<file path="src/rtl/twd_pkg.sv">
package twd_pkg;
  // word index (byte offset bits 4:2)
  localparam logic [2:0] IDX_LOAD   = 3'd0;
  localparam logic [2:0] IDX_COUNT  = 3'd1;
  localparam logic [2:0] IDX_CTRL   = 3'd2;
  localparam logic [2:0] IDX_STAT   = 3'd3;
  localparam logic [2:0] IDX_RCAUSE = 3'd4;
  localparam logic [2:0] IDX_UNLOCK = 3'd5;

  localparam logic [31:0] UNLOCK_A = 32'h1234_5678;
  localparam logic [31:0] UNLOCK_B = 32'h8765_4321;

  // control field bit positions
  localparam int unsigned CB_RUN   = 0;
  localparam int unsigned CB_RELD  = 1;
  localparam int unsigned CB_IEN   = 2;
  localparam int unsigned CB_WDOG  = 3;
  localparam int unsigned CB_PRE   = 8;
endpackage

</file>
<file path="src/rtl/twd_rst_sync.sv">
module twd_rst_sync (
  input  logic clk,
  input  logic rst_n,
  output logic rst_sync_n
);
  logic s1_q, s2_q;

  always_ff @(posedge clk or negedge rst_n) begin
    if (!rst_n) begin
      s1_q <= 1'b0;
      s2_q <= 1'b0;
    end else begin
      s1_q <= 1'b1;
      s2_q <= s1_q;
    end
  end

  assign rst_sync_n = s2_q;
endmodule

</file>
<file path="src/rtl/twd_prescale.sv">
module twd_prescale #(
  parameter int unsigned PRE_W = 8
) (
  input  logic             clk,
  input  logic             rst_n,
  input  logic             en_i,
  input  logic             clr_i,
  input  logic             tick_i,
  input  logic [PRE_W-1:0] div_i,
  output logic             step_o
);
  logic [PRE_W-1:0] pcnt_q, pcnt_d;
  logic             hit;

  assign hit    = (pcnt_q >= div_i);
  assign step_o = en_i & tick_i & hit & ~clr_i;

  always_comb begin
    pcnt_d = pcnt_q;
    if (!en_i || clr_i)
      pcnt_d = '0;
    else if (tick_i)
      pcnt_d = hit ? '0 : pcnt_q + PRE_W'(1);
  end

  always_ff @(posedge clk or negedge rst_n) begin
    if (!rst_n) pcnt_q <= '0;
    else        pcnt_q <= pcnt_d;
  end

  // stopping or reloading restarts the division phase
  a_r3_phase_restart: assert property (@(posedge clk) disable iff (!rst_n)
    (!en_i || clr_i) |=> (pcnt_q == '0));
endmodule

</file>
<file path="src/rtl/twd_downcnt.sv">
module twd_downcnt #(
  parameter int unsigned CNT_W = 32
) (
  input  logic             clk,
  input  logic             rst_n,
  input  logic             step_i,
  input  logic             load_wr_i,
  input  logic [CNT_W-1:0] load_val_i,
  input  logic             reload_en_i,
  input  logic [CNT_W-1:0] reload_val_i,
  output logic [CNT_W-1:0] count_o,
  output logic             expire_o
);
  logic [CNT_W-1:0] count_q, count_d;
  logic             zero;

  assign zero     = (count_q == '0);
  assign expire_o = step_i & zero & ~load_wr_i;
  assign count_o  = count_q;

  always_comb begin
    count_d = count_q;
    if (load_wr_i)
      count_d = load_val_i;
    else if (step_i) begin
      if (zero) count_d = reload_en_i ? reload_val_i : count_q;
      else      count_d = count_q - CNT_W'(1);
    end
  end

  always_ff @(posedge clk or negedge rst_n) begin
    if (!rst_n) count_q <= '0;
    else        count_q <= count_d;
  end

  a_r3_hold_idle: assert property (@(posedge clk) disable iff (!rst_n)
    (!step_i && !load_wr_i) |=> $stable(count_q));
  a_r3_step_dec: assert property (@(posedge clk) disable iff (!rst_n)
    (step_i && !zero && !load_wr_i) |=> (count_q == $past(count_q) - CNT_W'(1)));
  a_r4_reload: assert property (@(posedge clk) disable iff (!rst_n)
    (expire_o && reload_en_i) |=> (count_q == $past(reload_val_i)));
  a_r2_load_takes: assert property (@(posedge clk) disable iff (!rst_n)
    load_wr_i |=> (count_q == $past(load_val_i)));
endmodule

</file>
<file path="src/rtl/twd_unlock.sv">
module twd_unlock
  import twd_pkg::*;
(
  input  logic        clk,
  input  logic        rst_n,
  input  logic        wr_i,
  input  logic [31:0] wdata_i,
  output logic        unlock_o
);
  logic armed_q, armed_d;

  always_comb begin
    armed_d = armed_q;
    if (wr_i) armed_d = (wdata_i == UNLOCK_A);
  end

  assign unlock_o = wr_i & armed_q & (wdata_i == UNLOCK_B);

  always_ff @(posedge clk or negedge rst_n) begin
    if (!rst_n) armed_q <= 1'b0;
    else        armed_q <= armed_d;
  end

  a_r9_abort: assert property (@(posedge clk) disable iff (!rst_n)
    (wr_i && wdata_i != UNLOCK_A) |=> !armed_q);
  a_r8_arm: assert property (@(posedge clk) disable iff (!rst_n)
    (wr_i && wdata_i == UNLOCK_A) |=> armed_q);
endmodule

</file>
<file path="src/rtl/twd_timer.sv">
module twd_timer
  import twd_pkg::*;
#(
  parameter int unsigned CNT_W = 32,
  parameter int unsigned PRE_W = 8
) (
  input  logic        clk,
  input  logic        rst_n,
  input  logic        tick_i,
  input  logic        bus_sel,
  input  logic        bus_we,
  input  logic [4:0]  bus_addr,
  input  logic [31:0] bus_wdata,
  output logic [31:0] bus_rdata,
  output logic        irq_o,
  output logic        wdog_rst_o
);
  localparam int unsigned PRE_HI = CB_PRE + PRE_W - 1;

  logic             rs_n;
  logic [2:0]       idx;
  logic             wr, wr_load, wr_ctl, wr_stat, wr_rc, wr_unl;
  logic             unused_addr;

  logic             run_q, run_d, reld_q, reld_d, ien_q, ien_d, wd_q, wd_d;
  logic [PRE_W-1:0] pre_q, pre_d;
  logic             st_q, st_d, rc_q, rc_d, rst_q, rst_d;
  logic [CNT_W-1:0] load_q, load_d;
  logic [CNT_W-1:0] count;
  logic             step, expire, unlock;

  twd_rst_sync u_rsync (.clk(clk), .rst_n(rst_n), .rst_sync_n(rs_n));

  assign idx         = bus_addr[4:2];
  assign unused_addr = ^bus_addr[1:0];
  assign wr          = bus_sel & bus_we;
  assign wr_load     = wr & (idx == IDX_LOAD);
  assign wr_ctl      = wr & (idx == IDX_CTRL);
  assign wr_stat     = wr & (idx == IDX_STAT);
  assign wr_rc       = wr & (idx == IDX_RCAUSE);
  assign wr_unl      = wr & (idx == IDX_UNLOCK);

  twd_prescale #(.PRE_W(PRE_W)) u_pre (
    .clk(clk), .rst_n(rs_n), .en_i(run_q), .clr_i(wr_load),
    .tick_i(tick_i), .div_i(pre_q), .step_o(step));

  twd_downcnt #(.CNT_W(CNT_W)) u_cnt (
    .clk(clk), .rst_n(rs_n), .step_i(step), .load_wr_i(wr_load),
    .load_val_i(bus_wdata[CNT_W-1:0]), .reload_en_i(reld_q),
    .reload_val_i(load_q), .count_o(count), .expire_o(expire));

  twd_unlock u_unl (
    .clk(clk), .rst_n(rs_n), .wr_i(wr_unl), .wdata_i(bus_wdata),
    .unlock_o(unlock));

  // next state
  always_comb begin
    run_d  = run_q;
    reld_d = reld_q;
    ien_d  = ien_q;
    wd_d   = wd_q;
    pre_d  = pre_q;
    if (wr_ctl) begin
      run_d  = bus_wdata[CB_RUN];
      reld_d = bus_wdata[CB_RELD];
      ien_d  = bus_wdata[CB_IEN];
      wd_d   = wd_q | bus_wdata[CB_WDOG];
      pre_d  = bus_wdata[PRE_HI:CB_PRE];
    end else if (expire && !reld_q) begin
      run_d  = 1'b0;
    end
    if (unlock) wd_d = 1'b0;
  end

  always_comb begin
    load_d = wr_load ? bus_wdata[CNT_W-1:0] : load_q;
    st_d   = st_q;
    if (wr_stat && bus_wdata[0]) st_d = 1'b0;
    if (expire && !wd_q)         st_d = 1'b1;
    rc_d   = rc_q;
    if (wr_rc && bus_wdata[0])   rc_d = 1'b0;
    if (expire && wd_q)          rc_d = 1'b1;
    rst_d  = expire & wd_q;
  end

  // registers
  always_ff @(posedge clk or negedge rs_n) begin
    if (!rs_n) begin
      run_q  <= 1'b0;
      reld_q <= 1'b0;
      ien_q  <= 1'b0;
      wd_q   <= 1'b0;
      pre_q  <= '0;
      load_q <= '0;
      st_q   <= 1'b0;
      rc_q   <= 1'b0;
      rst_q  <= 1'b0;
    end else begin
      run_q  <= run_d;
      reld_q <= reld_d;
      ien_q  <= ien_d;
      wd_q   <= wd_d;
      pre_q  <= pre_d;
      load_q <= load_d;
      st_q   <= st_d;
      rc_q   <= rc_d;
      rst_q  <= rst_d;
    end
  end

  assign irq_o      = st_q & ien_q & ~wd_q;
  assign wdog_rst_o = rst_q;

  // read mux
  always_comb begin
    bus_rdata = '0;
    unique case (idx)
      IDX_LOAD:   bus_rdata = 32'(load_q);
      IDX_COUNT:  bus_rdata = 32'(count);
      IDX_CTRL: begin
        bus_rdata[CB_RUN]        = run_q;
        bus_rdata[CB_RELD]       = reld_q;
        bus_rdata[CB_IEN]        = ien_q;
        bus_rdata[CB_WDOG]       = wd_q;
        bus_rdata[PRE_HI:CB_PRE] = pre_q;
      end
      IDX_STAT:   bus_rdata[0] = st_q;
      IDX_RCAUSE: bus_rdata[0] = rc_q;
      default:    bus_rdata = '0;
    endcase
  end

  a_r7_mode_sticky: assert property (@(posedge clk) disable iff (!rs_n)
    (wd_q && !unlock) |=> wd_q);
  a_r6_rst_sets_cause: assert property (@(posedge clk) disable iff (!rs_n)
    wdog_rst_o |-> rc_q);
  a_r6_rst_from_wdog: assert property (@(posedge clk) disable iff (!rs_n)
    wdog_rst_o |-> $past(wd_q));
  a_r4_oneshot_stops: assert property (@(posedge clk) disable iff (!rs_n)
    (expire && !reld_q && !wr_ctl) |=> !run_q);
endmodule

</file>
<file path="config.mk">
export PLATFORM = sky130hd
export DESIGN_NAME = twd_timer
export DESIGN_NICKNAME = d
export VERILOG_FILES = /design/src/rtl/twd_pkg.sv /design/src/rtl/twd_rst_sync.sv /design/src/rtl/twd_prescale.sv /design/src/rtl/twd_downcnt.sv /design/src/rtl/twd_unlock.sv /design/src/rtl/twd_timer.sv
export SDC_FILE = /design/constraint.sdc
export NUM_CORES = 1
export LEC_CHECK = 0
export ABC_AREA = 1
export BUFFER_PORTS_ARGS = -buffer_cell sky130_fd_sc_hd__buf_2
export CORE_ASPECT_RATIO = 1.25
export CORE_MARGIN = 2
export CORE_UTILIZATION = 55
export DETAILED_ROUTE_END_ITERATION = 10
export GPL_TIMING_DRIVEN = 0
export PLACE_DENSITY = 0.77
export SLEW_MARGIN = 20
export SYNTH_ARGS = -nofsm -noshare
export SYNTH_HDL_FRONTEND = slang
export SYNTH_SLANG_ARGS = --single-unit
</file>
<file path="constraint.sdc">
create_clock -name clk -period 8.15 [get_ports clk]
set_clock_uncertainty 0.05 [all_clocks]
set_input_delay 0.815 -clock clk [delete_from_list [all_inputs] [get_ports clk]]
set_output_delay 0.815 -clock clk [all_outputs]
set_load 0.005 [all_outputs]
</file>
# Word level (Yosys, flattened, before mapping)
# Cells that the tools add are included.
# W data, S select, Z words.
[word_totals]
register_bits = 90
input_bits = 42
out_inout_bits = 34
word_cells = 82
[classes]
add_sub_neg = 2
order_cmp = 1
eq_ne = 8
n_mux = 20
n_bitwise = 19
n_reduce_logical = 18
[ops]
columns = ["op", "n"]
rows = [
  ["$mux W32", 4],
  ["$eq A32 B29 Y1 const B", 1],
  ["$eq A32 B32 Y1 const B", 1],
  ["$logic_not A32 Y1", 1],
  ["$pmux W16 S2", 1],
  ["$sub A32 B1 Y32 const B", 1],
  ["$mux W8", 3],
  ["$pmux W8 S3", 1],
  ["$and A1 B1 Y1", 16],
  ["$reduce_bool A2 Y1", 6],
  ["$pmux W3 S3", 1],
  ["$add A8 B1 Y8 const B", 1],
  ["$ge A8 B8 Y1", 1],
  ["$mux W1", 8],
  ["$pmux W4 S2", 1],
  ["$eq A3 B2 Y1 const B", 2],
  ["$eq A3 B3 Y1 const B", 2],
  ["$logic_and A1 B1 Y1", 5],
  ["$pmux W1 S5", 1],
  ["$eq A3 B1 Y1 const B", 1],
  ["$logic_not A1 Y1", 3],
  ["$logic_not A3 Y1", 1],
  ["$ne A3 B2 Y1 const B", 1],
  ["$not A1 Y1", 2],
  ["3 further kinds", 3],
]

# Logic depth before layout (Yosys ltp)
# Gate-level depths: netlist of the first run.
[depth]
word_depth = 9
mapped_depth = 15
mapped_depth_nobuf = 14

# Hierarchy
# A second synthesis of the first run with hierarchy kept.
[hier_totals]
hier_cells = 989
hier_area_um2 = 6528.8
[modules_own_cells]
columns = ["module", "n_inst", "cells_each", "area_each_um2", "seq_area_each_um2"]
rows = [
  ["twd_downcnt", 1, 497, 3100.5, 800.8],
  ["twd_timer", 1, 321, 2379.8, 1176.1],
  ["twd_prescale", 1, 108, 720.7, 200.2],
  ["twd_unlock", 1, 60, 274.0, 25.0],
  ["twd_rst_sync", 1, 3, 53.8, 50.0],
]

# Worst setup path before layout of the first run
# Ideal clock, no wire load.
[synth_path]
kind = "in2out"
from = "input port bus_addr[3]"
to = "output port bus_rdata[0]"
t_arrival_ns = 1.545
required_ns = 7.285
slack_ns = 5.740
cell_stages = 5
path_buffers = 0
path_cell_list = "inv_1 -> nand2_2 -> inv_1 -> a221oi_1 -> o211ai_1"
[synth_between]
elab_chain_len = 2
elab_cells_between_ends = 6
classes_between = "4 x eq/ne; 1 x mux; 1 x reduce/logical"
[synth_lines]
columns = ["item", "line_no", "rtl"]
rows = [
  ["from (decl)", "twd_timer.sv:12", "input logic [4:0] bus_addr,"],
  ["$eq A3 B3 Y1, or another cell as far along", "twd_timer.sv:117", "unique case (idx)"],
  ["$pmux W1 S5 (*)", "twd_timer.sv:117", ""],
  ["to (decl)", "twd_timer.sv:14", "output logic [31:0] bus_rdata,"],
]
# Mark *: on every way between the ends. The rest lies on a longest branch, timed or not.

# Worst setup path after layout of the first run
[layout_path]
from = "input port bus_addr[4]"
to = "output port bus_rdata[16]"
[layout_between]
elab_chain_len = 2
elab_cells_between_ends = 3
classes_between = "1 x eq/ne; 1 x mux; 1 x reduce/logical"
[layout_lines]
columns = ["item", "line_no"]
rows = [
  ["$eq A3 B1 Y1 / $logic_not A3 Y1 (equally long branches)", "twd_timer.sv:117"],
  ["$pmux W16 S2 (*)", "twd_timer.sv:117"],
]
# Marks and branches as above.

==> results of run 1 <==
-- power by group --
part	switching, uW	internal [uW]
sequential	108	552
clock	178	236
combinational	469	229
-- layout by cell type, fill, tap and decap left out, types with 15 or more instances in the layout --
cell	Yosys	layout
a21oi_1	18	18
buf_2	8	81
clkbuf_1	12	15
dfrtp_1	90	89
inv_1	119	119
nand2_1	274	274
nand3_1	87	87
nor2_1	97	97
o21ai_0	61	61
o22ai_1	18	18
-- kinds of logic (layout without fill, tap and decap cells) --
logic type	after synthesis	in the layout
buf+inv	148	238
fa+ha+maj	11	11
xor+xnor	8	8
compound gates	117	117
simple gates	495	495
flops	90	90
other cells	1	1
-- flip-flops by register name, indices dropped and copies added (netlist names) --
signal              cells
wdog_rst_o              1
rc_q                    1
load_q                 32
u_unl.armed_q           1
pre_q                   8
u_cnt.count_o          32
u_rsync.s1_q            1
wd_q                    1
st_q                    1
reld_q                  1
u_rsync.rst_sync_n      1
u_pre.pcnt_q            8
run_q                   1
ien_q                   1
-- cell type report --
cell class / instances / area, um^2
clock buffer: 12 / 236
inverter: 124 / 467
clock inverter: 3 / 42.5
timing repair buffer: 75 / 405
multi-input combinational: 632 / 2960
buffer: 24 / 123
tap: 129 / 161
fill: 965 / 3510
sequential: 90 / 2260
-- stage by stage --
step	total power (uW)	hold slack [ns]	setup WS [ns]	instance area (um^2)
after floorplan	1130	0.281	5.41	5800
after global placement	1330	0.284	4.19	6320
after detailed placement	1340	0.211	5.01	6370
after CTS	1760	0.190	5.03	6650
after global routing	1900	0.191	4.86	6650
final	1770	0.185	4.95	6650
-- final timing paths --
check                                   start                 end  depth (start not counted)
min in group clk                 u_rsync.s1_q  u_rsync.rst_sync_n                          0
max reg2reg                  u_cnt.count_o[0]   u_cnt.count_o[20]                         13
max                               bus_addr[4]       bus_rdata[16]                          6
min                                     rst_n        u_rsync.s1_q                          1
min reg2reg                u_rsync.rst_sync_n           load_q[6]                          0
max in group asynchronous  u_rsync.rst_sync_n   u_cnt.count_o[20]                          2
-- layer usage --
layer | part of all wire (%) | up-vias | track usage, % | routed length (um)
met2 | 48 | 329 | 57.9 | 9390
li1 | - | 2965 | - | -
met1 | 37 | 2812 | 44.1 | 7290
met5 | 0 | - | 0 | 0
met4 | 6.4 | 0 | 21.8 | 1260
met3 | 8.3 | 102 | 5.99 | 1630
==> run metrics, run 1 <==
CTS tree=yes; hold_buf cts=0; top area cells in the synthesized netlist=dfrtp_1, nand2_1, inv_1; Die W=95.8 um; dominant cell type by area after synthesis=dfrtp_1; CP Class=in -> out; Pre-antenna DRT Iters=6; worst-path cell chain=buf_2 > nor3_1 > inv_1 > clkbuf_1 > o21ai_0 > buf_2; # placed instances=1074; Syn Area/Cell=6.66 um^2; nets=1009; Synthesis Warnings=0; Syn Nets=923; critical path's top delay family=buffers and inverters; outcome=finished clean; XOR/XNOR share of the synthesized area=1.21%; Critical Path Fanout Max=10; Worst Path Required=7.28 ns; CTS Sinks=90; row cnt=41; Post-synth ARST share=100%; register area share after synthesis=38.9%; most common cell in the netlist=nand2_1; DR DRC count=0; latest clock arrival within the worst-skew pair=0.35 ns; ANT cells=0; Top-Level Pins=76; DR iter-0 viols=570; Util after Layout=65.4%; Largest stage delay, worst path=0.37 ns; Hold Path Class=in -> async; Clock Tree Root=clkbuf_16; Synth Area in Compound Gates=11.5%; drt total wl=19600 um; Finished Layout Cells=1089; Worst-Margin Slew=0.914 ns; Synth top cells by count=nand2_1, inv_1, nor2_1; Die H=119 um; post-route minimum period=3.20 ns; kind of start point of the critical path=input port; Via density=5.70; Synth top area share=38.9%; first-pass GRT wire length=31100 um; Syn-to-layout area delta=14.7%; largest net degree at the start of global routing=34; Fmax=312 MHz; Setup TNS=0 ns; fin crit share=39.3%; GRT overflow=0; Pins Over Slew Limit=0; clk buf depth=2; Initial Utilization=57.1%; FF-to-FF setup slack=5.85 ns; core footprint=10200 um^2; Post-CTS Resized=0; Hold Vio Cnt, Final=0; CP arrival=2.34 ns; relative slew slack=38.5%; TritonCTS Buffers=9; most frequent CP cell=buf_2; CP max-delay cell=clkbuf_1; RSZ-0062 raised after global routing=no; Routability Congestion=0.994; Post-synth EDFFs=0; DPL Wire Length=15100 um; clk slew on worst S/H paths=0.06 ns; main flop type after synthesis=dfrtp_1; share of cells above drive strength 1=12.3%; Die ar.=11400 um^2; distinct cell type count after synthesis=35; Setup Fix Bufs, Post-CTS=0; largest family of logic cells by synthesized area=simple AND/OR/NAND/NOR gates; number of synthesized register bits=90; initial antenna violation count=0; overall routing resource usage=35.9%; drt wl/cell=18.0 um; via count=6208; PwrDens=267 nW/um^2; Leak=0.00356 uW; H-tree Lvls=3; Post-Synth Adder-Cell Area=2.37%; Port Buf Inserts=73; Post-Syn Area=5800 um^2; Post-Synth Simple-Gate Area=35.9%; vias in the first global route=6188; post-route ant nets=0; max-cap viol count=0; endpoints failing setup=0; CP Buf/Inv Count=4; Critical Path End Type=primary output; maximum vdd drop=129 uV; cells after synthesis=870; mux cell area share after synthesis=0%
No activity file was read; power rests on OpenSTA's default activity.
==> run 2, diff against run 1 <==
- ABC_AREA: 1 -> 0
- clock period: 8.15 -> 3.1 ns (I/O delays scaled with it)
==> run 2 against run 1 <==
Compared with the run above: global-route usage fell by 1.2 points; sequential power rose to 2.5 times the previous value; hold slack got worse by 0.042 ns; highest routed layer unchanged.
==> run metrics, run 2 <==
core footprint=9950 um^2 (-2.0%); DPL Wire Length=13400 um (-11%); Port Buf Inserts=70 (-4.1%); Hold EP=load_q[25]; via count=5552 (-11%); drt wl/cell=21.5 um (+20%); Hold Crit Depth=3; Critical Path Fanout Max=10 (unchanged); Hold Vio Cnt, Final=0 (unchanged); Die ar.=10900 um^2 (-4.2%); Switching Fraction=34.3% (-8.3 points); PwrDens=578 nW/um^2 (+120%); register area share after synthesis=40.6% (+1.8 points); Combinational Power Share=24.7% (-15 points); Post-synth EDFFs=0 (unchanged); RSZ-0062 raised after global routing=yes; CTS Sinks=90 (unchanged); most common cell after layout, fill and taps aside=nand2_1; clock share of power=30.2% (+6.8 points); TritonCTS Buffers=9 (unchanged); Largest stage delay, worst path=0.53 ns (+0.16 ns); global routing met2 resource utilization=57.3% (-0.53 points); kind of start point of the critical path=flip-flop; Most Crowded Layer GR=met2; cells after synthesis=643 (-26%); Leak=0.00300 uW (-16%); CP Buf/Inv Count=2 (-2); fin crit share=95.8%; worst-path cell chain=inv_1 > ha_1 > nor4b_1 > nand4_2 > or4_4 > a31oi_4 > buf_6 > a31oi_1 > o22ai_2; Post-synth ARST share=100% (unchanged); main flop type after synthesis=dfrtp_1; Post-Syn Area=5550 um^2 (-4.3%); Syn Area/Cell=8.62 um^2 (+29%); largest net degree at the start of global routing=48 (+41%); CP arrival=3.19 ns (+0.85 ns); r2r endpoint=u_cnt.count_o[0]; max-cap viol count=0 (unchanged); first-pass GRT wire length=28500 um (-8.4%); Finished Layout Cells=859 (-21%); relative slew slack=35.2% (-3.3 points); most common cell in the netlist=nand2_1; Switching Power=1270 uW (+68%); Syn-to-layout area delta=15.4%; overall routing resource usage=34.7% (-1.2 points); Die H=116 um (-2.1%); share of cells above drive strength 1=16.4% (+4.1 points); top area cells in the synthesized netlist=dfrtp_1, nand2_1, nor2_1; Synth top cells by count=nand2_1, dfrtp_1, nor2_1; Pre-antenna DRT Iters=5 (-1); row cnt=41 (unchanged); H-tree Lvls=3 (unchanged); met1 usage in global routing=43.6% (-0.51 points); Pins Over Slew Limit=0 (unchanged); Via density=6.46 (+13%); CTS tree=yes; number of synthesized register bits=90 (unchanged); clk buf depth=2 (unchanged); fill count=902 (-6.5%); Synthesis Warnings=0 (unchanged); Top-Level Pins=76 (unchanged); Worst Path Required=3.32 ns (-3.96 ns); maximum vdd drop=314 uV (+140%); initial antenna violation count=0 (unchanged); DR iter-0 viols=509 (-11%); WHS=0.143 ns (-0.0418 ns); nets=779 (-23%); vias in the first global route=5273 (-15%); post-route ant nets=0 (unchanged); Worst R2R Path Depth=9 (-4); Die W=93.8 um (-2.1%); DR DRC count=0 (unchanged); latest clock arrival within the worst-skew pair=0.35 ns (about the same); Clock Tree Root=clkbuf_16; post-route minimum period=2.97 ns; dominant cell type by area after synthesis=dfrtp_1; clk slew on worst S/H paths=0.06 ns (about the same); Initial Utilization=55.7% (-1.4 points); Hold Path Class=in -> reg; Worst-Margin Slew=0.969 ns (+0.0546 ns); Hold Startpoint=bus_wdata[25]; Worst R2R Start=u_cnt.count_o[0]; Synth top area share=40.6% (+1.8 points); GRT overflow=0 (unchanged); Routability Congestion=0.981 (-1.3%); CP Class=reg -> reg; Sequential Power Share=45.1% (+7.9 points); critical path depth in cells=9 (+3); outcome=finished clean; Fmax=337 MHz; Syn Nets=696 (-25%); CP max-delay cell=or4_4; P_int=2430 uW (+140%); critical path's top delay family=simple AND/OR/NAND/NOR gates; distinct cell type count after synthesis=70 (+100%); drt total wl=18500 um (-5.7%); FF-to-FF setup slack=0.13 ns (-5.72 ns); # placed instances=843 (-22%); endpoints failing setup=0 (unchanged); ANT cells=0 (unchanged); met3 usage=3.81% (-2.2 points); Critical Path End Type=flip-flop; commonest non-fill, non-tap cells in the layout=nand2_1, dfrtp_1, buf_2
-- run 2: what timing repair did --
item	CTS	global route
endpoints found under the setup margin	0	9
endpoints found under the hold margin	2	0
gates resized for setup	0	4
buffers inserted	0	0
hold buffers	1	0
-- run 2: area by class of cell --
type	count	area (um^2)	share of cell area [%]
inverters	13	48.8	0.762
repair buffers	72	388	6.06
well taps	129	161	2.52
multi-input cells	503	3090	48.3
clock buffers	13	250	3.91
clock inverters	2	37.5	0.587
flip-flops and latches	90	2260	35.2
plain buffers	37	169	2.64
-- run 2: worst max path at each step --
stage / start / to
after floorplan: u_rsync.rst_sync_n / ien_q
after global placement: u_rsync.rst_sync_n / load_q[28]
after detailed placement: u_cnt.count_o[0] / u_cnt.count_o[30]
after CTS: u_cnt.count_o[0] / u_cnt.count_o[30]
after global routing: u_cnt.count_o[0] / u_cnt.count_o[30]
final: u_cnt.count_o[0] / u_cnt.count_o[0]
-- run 2: cell families (layout without fill, tap and decap cells) --
| family | Yosys count | in the layout | share of synthesized area [%] |
|---|---|---|---|
| other | 1 | 1 | 0.0676 |
| AND/OR/NAND/NOR | 307 | 307 | 27.5 |
| adder cells (fa/ha/maj) | 11 | 11 | 2.48 |
| multiplexers | 16 | 16 | 3.20 |
| buffers and inverters | 50 | 137 | 3.90 |
| flip-flops | 90 | 90 | 40.6 |
| AO/OA/AOI/OAI | 152 | 152 | 19.7 |
| XOR/XNOR | 16 | 16 | 2.53 |
-- run 2: routing by layer --
layer | up-vias | routed length [um]
met4 | 0 | 1030
met3 | 69 | 1400
li1 | 2502 | -
met1 | 2670 | 7070
met5 | - | 0
met2 | 311 | 8950
-- run 2: power groups by stage --
| stage | registers (uW) | logic (uW) | clock network (uW) |
|---|---|---|---|
| finish | 1670 | 911 | 1120 |
| global route | 1700 | 1010 | 1160 |
| CTS | 1660 | 899 | 1110 |
| global placement | 1680 | 847 | 0 |
| detailed placement | 1680 | 891 | 0 |
| floorplan | 1600 | 642 | 0 |
-- run 2: stage by stage --
step | area [um^2] | power [uW] | TNS (ns) | worst slack [ns] | utilization (%)
after detailed placement | 6090 | 2570 | 0 | 0.113 | 61.2
after CTS | 6390 | 3670 | 0 | 0.112 | 64.2
after global placement | 6060 | 2520 | -58.48 | -0.669 | 60.9
final | 6400 | 3700 | 0 | 0.131 | 64.3
after floorplan | 5550 | 2250 | 0 | 0.358 | -
after global routing | 6400 | 3860 | 0 | 0.00320 | 64.3
-- run 2: tightest hold or removal path, delay by kind of cell --
kind	cells	cell delay, ns
buffers and inverters	1	0.10
AND/OR/NAND/NOR	2	0.10
